$ cat config.mk
export PLATFORM = sky130hd
export DESIGN_NAME = fabric_route_table
export DESIGN_NICKNAME = d
export VERILOG_FILES = /design/src/rtl/fabric_route_table.sv
export SDC_FILE = /design/constraint.sdc
export NUM_CORES = 1
export LEC_CHECK = 0
export CELL_PAD_IN_SITES_DETAIL_PLACEMENT = 0
export CELL_PAD_IN_SITES_GLOBAL_PLACEMENT = 1
export CORE_ASPECT_RATIO = 0.6
export CORE_MARGIN = 5
export CORE_UTILIZATION = 25
export DETAILED_ROUTE_END_ITERATION = 6
export PLACE_DENSITY_LB_ADDON = 0.1
export SYNTH_ARGS = -nofsm -noshare
export SYNTH_HDL_FRONTEND = slang
export SYNTH_SLANG_ARGS = --single-unit
$ cat constraint.sdc
create_clock -name clk -period 1.7 [get_ports clk]
set_clock_uncertainty 0.2 [all_clocks]
set_input_delay 0.17 -clock clk [delete_from_list [all_inputs] [get_ports clk]]
set_output_delay 0.17 -clock clk [all_outputs]
set_load 0.05 [all_outputs]
$ cat src/rtl/fabric_route_table.sv
module fabric_route_table #(
  parameter int NODES = 8,
  parameter int LINKS = 3,
  localparam int IDX_W = $clog2(NODES),
  localparam int VEC_W = LINKS + 1,
  localparam int ADR_W = IDX_W + 2
) (
  input  logic             clk,
  input  logic             rst_n,
  input  logic             soft_init,
  input  logic             wr_en,
  input  logic             wr_temp,
  input  logic [ADR_W-1:0] wr_addr,
  input  logic [31:0]      wr_data,
  input  logic [ADR_W-1:0] rd_addr,
  output logic [31:0]      rd_data,
  input  logic             off_we,
  input  logic             off_d,
  input  logic [1:0]       lk_class,
  input  logic [IDX_W-1:0] lk_dest,
  output logic [VEC_W-1:0] lk_mask
);

  localparam logic [VEC_W-1:0] LOCAL_ONLY = VEC_W'(1);
  localparam int RSP_LSB = 8;
  localparam int BC_LSB  = 16;

  logic [VEC_W-1:0] req_q [NODES];
  logic [VEC_W-1:0] rsp_q [NODES];
  logic [VEC_W-1:0] bc_q  [NODES];
  logic             route_off;

  wire [IDX_W-1:0] wr_row = wr_addr[ADR_W-1:2];
  wire [IDX_W-1:0] rd_row = rd_addr[ADR_W-1:2];

  for (genvar g = 0; g < NODES; g++) begin : g_row
    wire hit = wr_en && (wr_row == IDX_W'(g));
    always_ff @(posedge clk or negedge rst_n) begin
      if (!rst_n) begin
        req_q[g] <= LOCAL_ONLY;
        rsp_q[g] <= LOCAL_ONLY;
        bc_q[g]  <= LOCAL_ONLY;
      end else if (soft_init) begin
        req_q[g] <= LOCAL_ONLY;
        rsp_q[g] <= LOCAL_ONLY;
        bc_q[g]  <= LOCAL_ONLY;
      end else if (hit) begin
        req_q[g] <= wr_data[VEC_W-1:0];
        rsp_q[g] <= wr_data[RSP_LSB +: VEC_W];
        bc_q[g]  <= wr_temp ? LOCAL_ONLY : wr_data[BC_LSB +: VEC_W];
      end
    end
  end

  always_ff @(posedge clk or negedge rst_n) begin
    if (!rst_n)      route_off <= 1'b0;
    else if (off_we) route_off <= off_d;
  end

  always_comb begin
    rd_data = '0;
    rd_data[VEC_W-1:0]          = req_q[rd_row];
    rd_data[RSP_LSB +: VEC_W]   = rsp_q[rd_row];
    rd_data[BC_LSB +: VEC_W]    = bc_q[rd_row];
  end

  always_comb begin
    if (route_off) lk_mask = LOCAL_ONLY;
    else begin
      case (lk_class)
        2'd0:    lk_mask = req_q[lk_dest];
        2'd1:    lk_mask = rsp_q[lk_dest];
        2'd2:    lk_mask = bc_q[lk_dest];
        default: lk_mask = '0;
      endcase
    end
  end

endmodule

# --- Word-level counts from Yosys, hierarchy flattened ---
# Cells that the tools add are included.
totals:
  reg_bits: 97
  input_bits: 54
  output_inout_bits: 36
  word_cells: 125
op_classes:
  n_lt_le_gt_ge: 2
  n_eq_ne: 9
  muxes: 69
  bitwise: 2
  reduce_logical: 18
ops:
  columns: ["cell", "n"]
  rows:
  - ["$mux W4", 62]
  - ["$bmux W4 S3", 6]
  - ["$reduce_bool A2 Y1", 8]
  - ["$eq A3 B3 Y1 const B", 4]
  - ["$pmux W4 S3", 1]
  - ["$ge A4 B4 Y1 const B", 2]
  - ["$logic_and A1 B1 Y1", 8]
  - ["$not A3 Y4", 2]
  - ["$eq A3 B2 Y1 const B", 2]
  - ["$eq A3 B1 Y1 const B", 1]
  - ["$logic_not A3 Y1", 1]
  - ["$eq A2 B1 Y1 const B", 1]
  - ["$eq A2 B2 Y1 const B", 1]
  - ["$logic_not A2 Y1", 1]

# --- Depth between registers and ports, before layout ---
# Gate-level depths: netlist of run 1.
logic_depth:
  ltp_word: 6
  mapped_depth: 7
  mapped_depth_nobuf: 4

# --- Least setup slack after synthesis of run 1 ---
# OpenSTA, ideal clock, no wires.
synth_timing:
  path_kind: "reg-to-output"
  from: "register req_q[8] in the netlist's numbering"
  to: "output lk_mask[0]"
  arrival_ps: 1774
  t_required_ps: 1330
  path_slack_ps: -444
  stages_incl_launch_ff: 5
  path_buffers: 0
  cell_sequence: "dfstp_2 mux4_1 nand3b_1 a31oi_1 or4_1"
synth_via:
  elab_chain_len: 5
synth_lines:
  columns: ["element", "line_no", "rtl"]
  rows:
  - ["start, declared", "28", "logic [VEC_W-1:0] req_q [NODES];"]
  - ["start signal, assigned by index", "48", "req_q[g] <= wr_data[VEC_W-1:0];"]
  - ["$bmux W4 S3", "71", "2'd0: lk_mask = req_q[lk_dest];"]
  - ["$mux W4 (implied by the code) (2 in a row)", "71", null]
  - ["$pmux W4 S3", "70", "case (lk_class)"]
  - ["$mux W4", "68", "if (route_off) lk_mask = LOCAL_ONLY;"]
  - ["end, declared", "21", "output logic [VEC_W-1:0] lk_mask"]
# No other way between the ends. The select of a mux whose other input is x is not followed.

# --- Worst setup path in the final report of run 1 ---
layout_timing:
  from: "register req_q[0] in the netlist's numbering"
  to: "output lk_mask[0]"
# The elaborated chain is that of the path after synthesis.

==> impl_metrics.env, run 1 <==
export IMPL_crit_chain="mux4_2, nand3b_1, a31oi_1, or4_4, buf_8"
export IMPL_tightest_slew_ps=529.6
export IMPL_start_util_pct=25.56
export IMPL_grt_setup_unrepaired="true"
export IMPL_finalNetCount=748
export IMPL_wl_per_cell_um=20.67
export IMPL_whs_path_depth=4
export IMPL_drt_pass1_iterations=5
export IMPL_dieArea_mm2=0.02588
export IMPL_drc_errors=0
export IMPL_crit_buf_inv=1
export IMPL_required_ps=1330
export IMPL_crit_fanout=2
export IMPL_cts_num_sinks=97
export IMPL_post_dp_hpwl_um=14570
export IMPL_coreArea_mm2=0.02218
export IMPL_period_minus_slack_ps=2439
export IMPL_die_w_um=204.4
export IMPL_power_frac_clock_pct=37.9
export IMPL_via_count=4774
export IMPL_highest_layer="met4"
export IMPL_slew_viol_final=0
export IMPL_critPathMaxStageDelay_ps=500
export IMPL_cts_buffers=9
export IMPL_grt_max_degree=49
export IMPL_leakagePower_nw=3.425
export IMPL_met1Wirelength_um=10570
export IMPL_ys_ff_latch=97
export IMPL_cp_depth=5
export IMPL_finalHoldViolations=0
export IMPL_cp_end_kind="primary output"
export IMPL_io_pins=90
export IMPL_layout_drive_gt1_share_pct=35.91
export IMPL_place_port_buffers=45
export IMPL_syn_inst=557
export IMPL_dieHeight_um=126.6
export IMPL_route_met3_wl_um=1462
export IMPL_postLayoutCellArea_mm2=0.007959
export IMPL_ff2ff_path_depth=4
export IMPL_avgSynthCellArea_um2=10.18
export IMPL_cts_tree="done"
export IMPL_place_area_mm2=0.007301
export IMPL_crit_slowest_cell="or4_4"
export IMPL_synth_seq_area_share_pct=43.36
export IMPL_grt_pass1_wl_um=32110
export IMPL_fmax_ghz=0.4100
export IMPL_synth_distinct_cells=32
export IMPL_grt_usage_pct=16.66
export IMPL_cp_start_kind="register"
export IMPL_slew_headroom_pct=64.69
export IMPL_cts_buffer_depth=2
export IMPL_cts_root_buf="clkbuf_16"
export IMPL_p_seq_share_pct=43.4
export IMPL_ys_warn_count=0
export IMPL_antenna_cells=0
export IMPL_wl_met2_um=8602
export IMPL_wl_um=20820
export IMPL_clk_latency_ps=360
export IMPL_ir_drop_mv=0.4727
export IMPL_worst_slack_ps=-739.2
export IMPL_ant_nets=0
export IMPL_h_tree_depth=3
export IMPL_synth_area_mm2=0.005668
export IMPL_grt_overflow_total=0
export IMPL_place_gp_congestion=0.8197
export IMPL_grt_antenna_before_repair=0
export IMPL_arrival_ps=2070
export IMPL_viasPerCell=4.741
export IMPL_sw_frac_of_total_pct=28.74
export IMPL_finalSetupViolations=16
export IMPL_status="complete, but fails checks"
export IMPL_criticalPathCategory="reg2out"
export IMPL_p_per_area_mw_per_mm2=703.6
export IMPL_crit_family="simple AND/OR/NAND/NOR gates"
export IMPL_fin_tns_setup_ps=-7414
export IMPL_min_path_type="in2reg"
export IMPL_first_global_vias=4980
export IMPL_drtIter0Drc=318
export IMPL_cap_violations=0
export IMPL_fin_total_pwr_w=0.005600
export IMPL_power_switching_w=0.001610
export IMPL_min_period_over_period_pct=143.5
export IMPL_rows=42
export IMPL_area_growth_syn_to_layout_pct=40.42
export IMPL_p_int_w=0.003990
export IMPL_violations="setup timing"
export IMPL_combPwrFrac_pct=18.8
export IMPL_clkTransAtPathRegs_ps=70
==> state kept, by name, indices dropped and copies added, names as in the netlist <==
name / flops
route_off: 1
bc_q: 32
rsp_q: 32
req_q: 32
==> final timing paths <==
| kind | startpoint | end | slack [ps] |
|---|---|---|---|
| worst max-delay path | req_q[0] | lk_mask[0] | -740 |
| worst min-delay path | soft_init | bc_q[9] | 40 |
| worst max register to register | rsp_q[5] | rsp_q[5] | 550 |
| worst min register to register | req_q[28] | req_q[28] | 310 |
| max in group asynchronous | rst_n | bc_q[20] | 620 |
| min in group asynchronous | rst_n | bc_q[9] | 100 |
==> metal layers <==
layer | up-vias | track usage, %
li1 | 2214 | -
met1 | 2396 | 25.65
met2 | 148 | 23.39
met3 | 16 | 4.745
met4 | 0 | 2.874
met5 | - | 0
==> per-stage QoR <==
| stage | hold WS, ps | cells | util, % | setup slack [ps] |
|---|---|---|---|---|
| floorplan | -325.6 | 576 | - | -226.6 |
| global placement | -49.43 | 983 | 32.92 | -681.6 |
| detailed placement | -53.03 | 983 | 32.92 | -721.0 |
| CTS | 77.49 | 1004 | 35.68 | -765.6 |
| global route | 62.64 | 1007 | 35.89 | -801.2 |
| finish | 36.61 | 1007 | 35.89 | -739.2 |
==> cell usage after synthesis <==
library cell,instances,area (um2)
conb_1,1,3.750
nor2_1,9,33.78
dfstp_2,24,630.6
a31oi_1,1,6.260
buf_4,22,165.2
inv_1,1,3.750
buf_6,1,11.26
or4_1,1,7.510
nand2b_1,2,12.51
a21oi_1,50,250.2
nor2b_1,5,31.28
nor3_1,5,25.02
and2_1,1,6.260
a22oi_1,6,45.04
mux2i_1,13,130.1
clkbuf_2,7,35.03
buf_2,4,20.02
dfrtp_1,73,1827
nand3b_1,39,292.8
mux4_2,34,765.7
and4b_1,1,10.01
mux2_2,16,180.2
o21ai_0,38,190.2
nand2_1,146,548.0
nor4b_1,1,8.760
nand3_1,11,55.05
clkbuf_1,28,105.1
nor3b_1,2,15.01
buf_1,2,7.510
nand4_1,4,25.02
mux4_1,8,210.2
nor4bb_1,1,10.01
==> area by class of cell <==
| cell class | count | area (um2) |
|---|---|---|
| Clock inverter | 6 | 67.56 |
| Inverter | 1 | 3.754 |
| Fill cell | 2236 | 14220 |
| Clock buffer | 10 | 229.0 |
| Tap cell | 308 | 385.4 |
| Sequential cell | 97 | 2457 |
| Multi-Input combinational cell | 414 | 3040 |
| Timing Repair Buffer | 171 | 1775 |
==> cells in the final DEF, fill, tap and decap left out, types with 18 or more instances in the layout <==
| master | count |
|---|---|
| nand2_1 | 143 |
| buf_4 | 87 |
| dfrtp_1 | 73 |
| a21oi_1 | 50 |
| mux4_2 | 41 |
| nand3b_1 | 39 |
| o21ai_0 | 38 |
| dfstp_2 | 24 |
| clkdlybuf4s50_1 | 23 |
| buf_6 | 23 |
| conb_1 | 20 |
| buf_12 | 18 |
==> power groups by stage <==
| stage | registers (W) | clock network [W] | logic, W |
|---|---|---|---|
| final | 0.00243 | 0.00212 | 0.00105 |
| after detailed placement | 0.00247 | 0 | 0.000983 |
| after floorplan | 0.00245 | 0 | 0.000574 |
| after global routing | 0.00244 | 0.00228 | 0.00113 |
| after global placement | 0.00247 | 0 | 0.000973 |
| after CTS | 0.00243 | 0.00219 | 0.00106 |
==> kinds of logic after synthesis <==
logic type      synth area share (%)
simple gates                   19.07
flops                          43.36
compound gates                 8.675
mux                            22.69
buf+inv                        6.137
other cells                  0.06616
==> repair_timing <==
action,4_1_cts,5_1_grt
hold endpoints to repair,84,0
pin swaps,3,2
cloned,1,0
resized for setup,76,7
buffers inserted,3,3
hold buffers,1,0
endpoints found under the setup margin,16,17
==> tightest hold or removal path, stage by stage <==
cell     delay (ps)
buf_2           150
nor2_2          100
nand2_1          70
o21ai_0          60
Power figures use the tool's default switching activity.
==> inputs of run 2 (changes only) <==
Settings changed: MAX_ROUTING_LAYER set to met4.
==> impl_metrics.env, run 2 (synthesized netlist as in run 1, its figures left out) <==
export IMPL_status="complete, but fails checks"
export IMPL_violations="setup timing"
export IMPL_layout_common_cells="nand2_1 (143), buf_4 (87), dfrtp_1 (73), a21oi_1 (50), mux4_2 (41)"
export IMPL_grt_pass1_wl_um=32090
export IMPL_crit_slowest_cell="or4_4"
export IMPL_sw_frac_of_total_pct=28.80
export IMPL_worstHoldStart="soft_init"
export IMPL_whs_path_depth=4
export IMPL_layout_drive_gt1_share_pct=35.91
export IMPL_finalHoldViolations=0
export IMPL_r2r_slack_ps=550
export IMPL_finalSetupViolations=16
export IMPL_clkTransAtPathRegs_ps=70
export IMPL_ant_nets=0
export IMPL_min_period_over_period_pct=143.5
export IMPL_area_growth_syn_to_layout_pct=40.42
export IMPL_cts_num_sinks=97
export IMPL_rows=42
export IMPL_cts_buffers=9
export IMPL_dieArea_mm2=0.02588
export IMPL_crit_start="req_q[0]"
export IMPL_viasPerCell=4.756
export IMPL_ff2ff_path_depth=4
export IMPL_wl_per_cell_um=20.69
export IMPL_worst_slack_ps=-739.9
export IMPL_h_tree_depth=3
export IMPL_post_dp_hpwl_um=14570
export IMPL_fmax_ghz=0.4099
export IMPL_dieHeight_um=126.6
export IMPL_tightest_slew_ps=523.4
export IMPL_period_minus_slack_ps=2440
export IMPL_crit_buf_inv=1
export IMPL_place_port_buffers=45
export IMPL_start_util_pct=25.56
export IMPL_crit_family="simple AND/OR/NAND/NOR gates"
export IMPL_p_seq_share_pct=43.4
export IMPL_antenna_cells=0
export IMPL_cts_tree="done"
export IMPL_wl_um=20840
export IMPL_via_count=4789
export IMPL_finalNetCount=748
export IMPL_drc_errors=0
export IMPL_finalNonFillerCells=1007
export IMPL_io_pins=90
export IMPL_drtIter0Drc=342
export IMPL_slew_viol_final=0
export IMPL_p_per_area_mw_per_mm2=704.1
export IMPL_cts_root_buf="clkbuf_16"
export IMPL_p_int_w=0.003990
export IMPL_grt_setup_unrepaired="true"
export IMPL_critPathMaxStageDelay_ps=500
export IMPL_layout_commonest_cell="nand2_1"
export IMPL_fin_tns_setup_ps=-7459
export IMPL_crit_fanout=2
export IMPL_clk_latency_ps=360
export IMPL_combPwrFrac_pct=18.7
export IMPL_die_w_um=204.4
export IMPL_power_frac_clock_pct=37.9
export IMPL_grt_usage_pct=17.15
export IMPL_leakagePower_nw=3.425
export IMPL_cap_violations=0
export IMPL_first_global_vias=4988
export IMPL_ir_drop_mv=0.4790
export IMPL_drt_pass1_iterations=5
export IMPL_min_path_type="in2reg"
export IMPL_dpl_cell_count=983
export IMPL_required_ps=1330
export IMPL_cp_end_kind="primary output"
export IMPL_place_gp_congestion=0.8320
export IMPL_n_fill_cell=2236
export IMPL_cts_buffer_depth=2
export IMPL_cp_depth=5
export IMPL_coreArea_mm2=0.02218
export IMPL_grt_max_degree=49
export IMPL_cp_start_kind="register"
export IMPL_grt_antenna_before_repair=0
export IMPL_arrival_ps=2070
export IMPL_power_switching_w=0.001614
export IMPL_criticalPathCategory="reg2out"
export IMPL_slew_headroom_pct=65.11
export IMPL_r2r_start="rsp_q[5]"
export IMPL_grt_overflow_total=0
export IMPL_crit_chain="mux4_2, nand3b_1, a31oi_1, or4_4, buf_8"
export IMPL_reg_top3="bc_q x32, req_q x32, rsp_q x32"
run 2: cell counts in the layout (fill, tap and decap cells not counted):
No cell type changed its count.
run 2: layout make-up:
cell class,count,area [um2],area share (%)
clock inverter,6,67.56,0.8489
sequential,97,2457,30.88
tap,308,385.4,4.842
inverter,1,3.754,0.04716
multi-input combinational,414,3040,38.20
timing repair buffer,171,1775,22.31
clock buffer,10,229.0,2.877
run 2: what timing repair did:
action | 4_1_cts | 5_1_grt
pin swaps | 3 | 2
setup endpoints to repair | 16 | 17
gates resized for setup | 76 | 7
hold endpoints to repair | 84 | 0
hold buffers | 1 | 0
gates cloned | 1 | 0
buffers inserted | 3 | 3
run 2: worst paths after layout:
path                               to
min reg2reg                 req_q[28]
min in group asynchronous     bc_q[9]
max                        lk_mask[0]
max in group asynchronous    bc_q[20]
max reg2reg                  rsp_q[5]
min                           bc_q[9]
run 2: power by group through the flow:
stage | Combinational, W | Clock [W] | Sequential [W]
2_1_floorplan | 0.000574 | 0 | 0.00245
3_3_place_gp | 0.000973 | 0 | 0.00247
3_5_place_dp | 0.000983 | 0 | 0.00247
4_1_cts | 0.00106 | 0.00219 | 0.00243
5_1_grt | 0.00113 | 0.00229 | 0.00244
6_report | 0.00105 | 0.00212 | 0.00243
run 2: tightest hold or removal path: cells and delay by family:
family	cells	cell delay, ps
buffers and inverters	1	150
AND/OR/NAND/NOR	2	170
AO/OA/AOI/OAI	1	60
run 2: per-layer routing:
| layer | wire length (um) | GRT usage, % | vias to the layer above |
|---|---|---|---|
| met1 | 10450 | 25.67 | 2397 |
| met5 | 0 | - | - |
| met4 | 187 | 2.874 | 0 |
| met2 | 8661 | 23.43 | 156 |
| met3 | 1538 | 4.668 | 17 |
| li1 | - | - | 2219 |
run 2: per-stage QoR:
step                      area (um2)  hold WS, ps  setup slack [ps]  utilization (%)  total power [W]
after global routing            7959        62.62            -801.2            35.89         0.005852
after detailed placement        7301       -53.03            -721.0            32.92         0.003451
after floorplan                 5819       -325.6            -226.6                -         0.003028
after global placement          7301       -49.43            -681.6            32.92         0.003445
after CTS                       7913        77.49            -765.6            35.68         0.005671
final                           7959        31.47            -739.9            35.89         0.005604
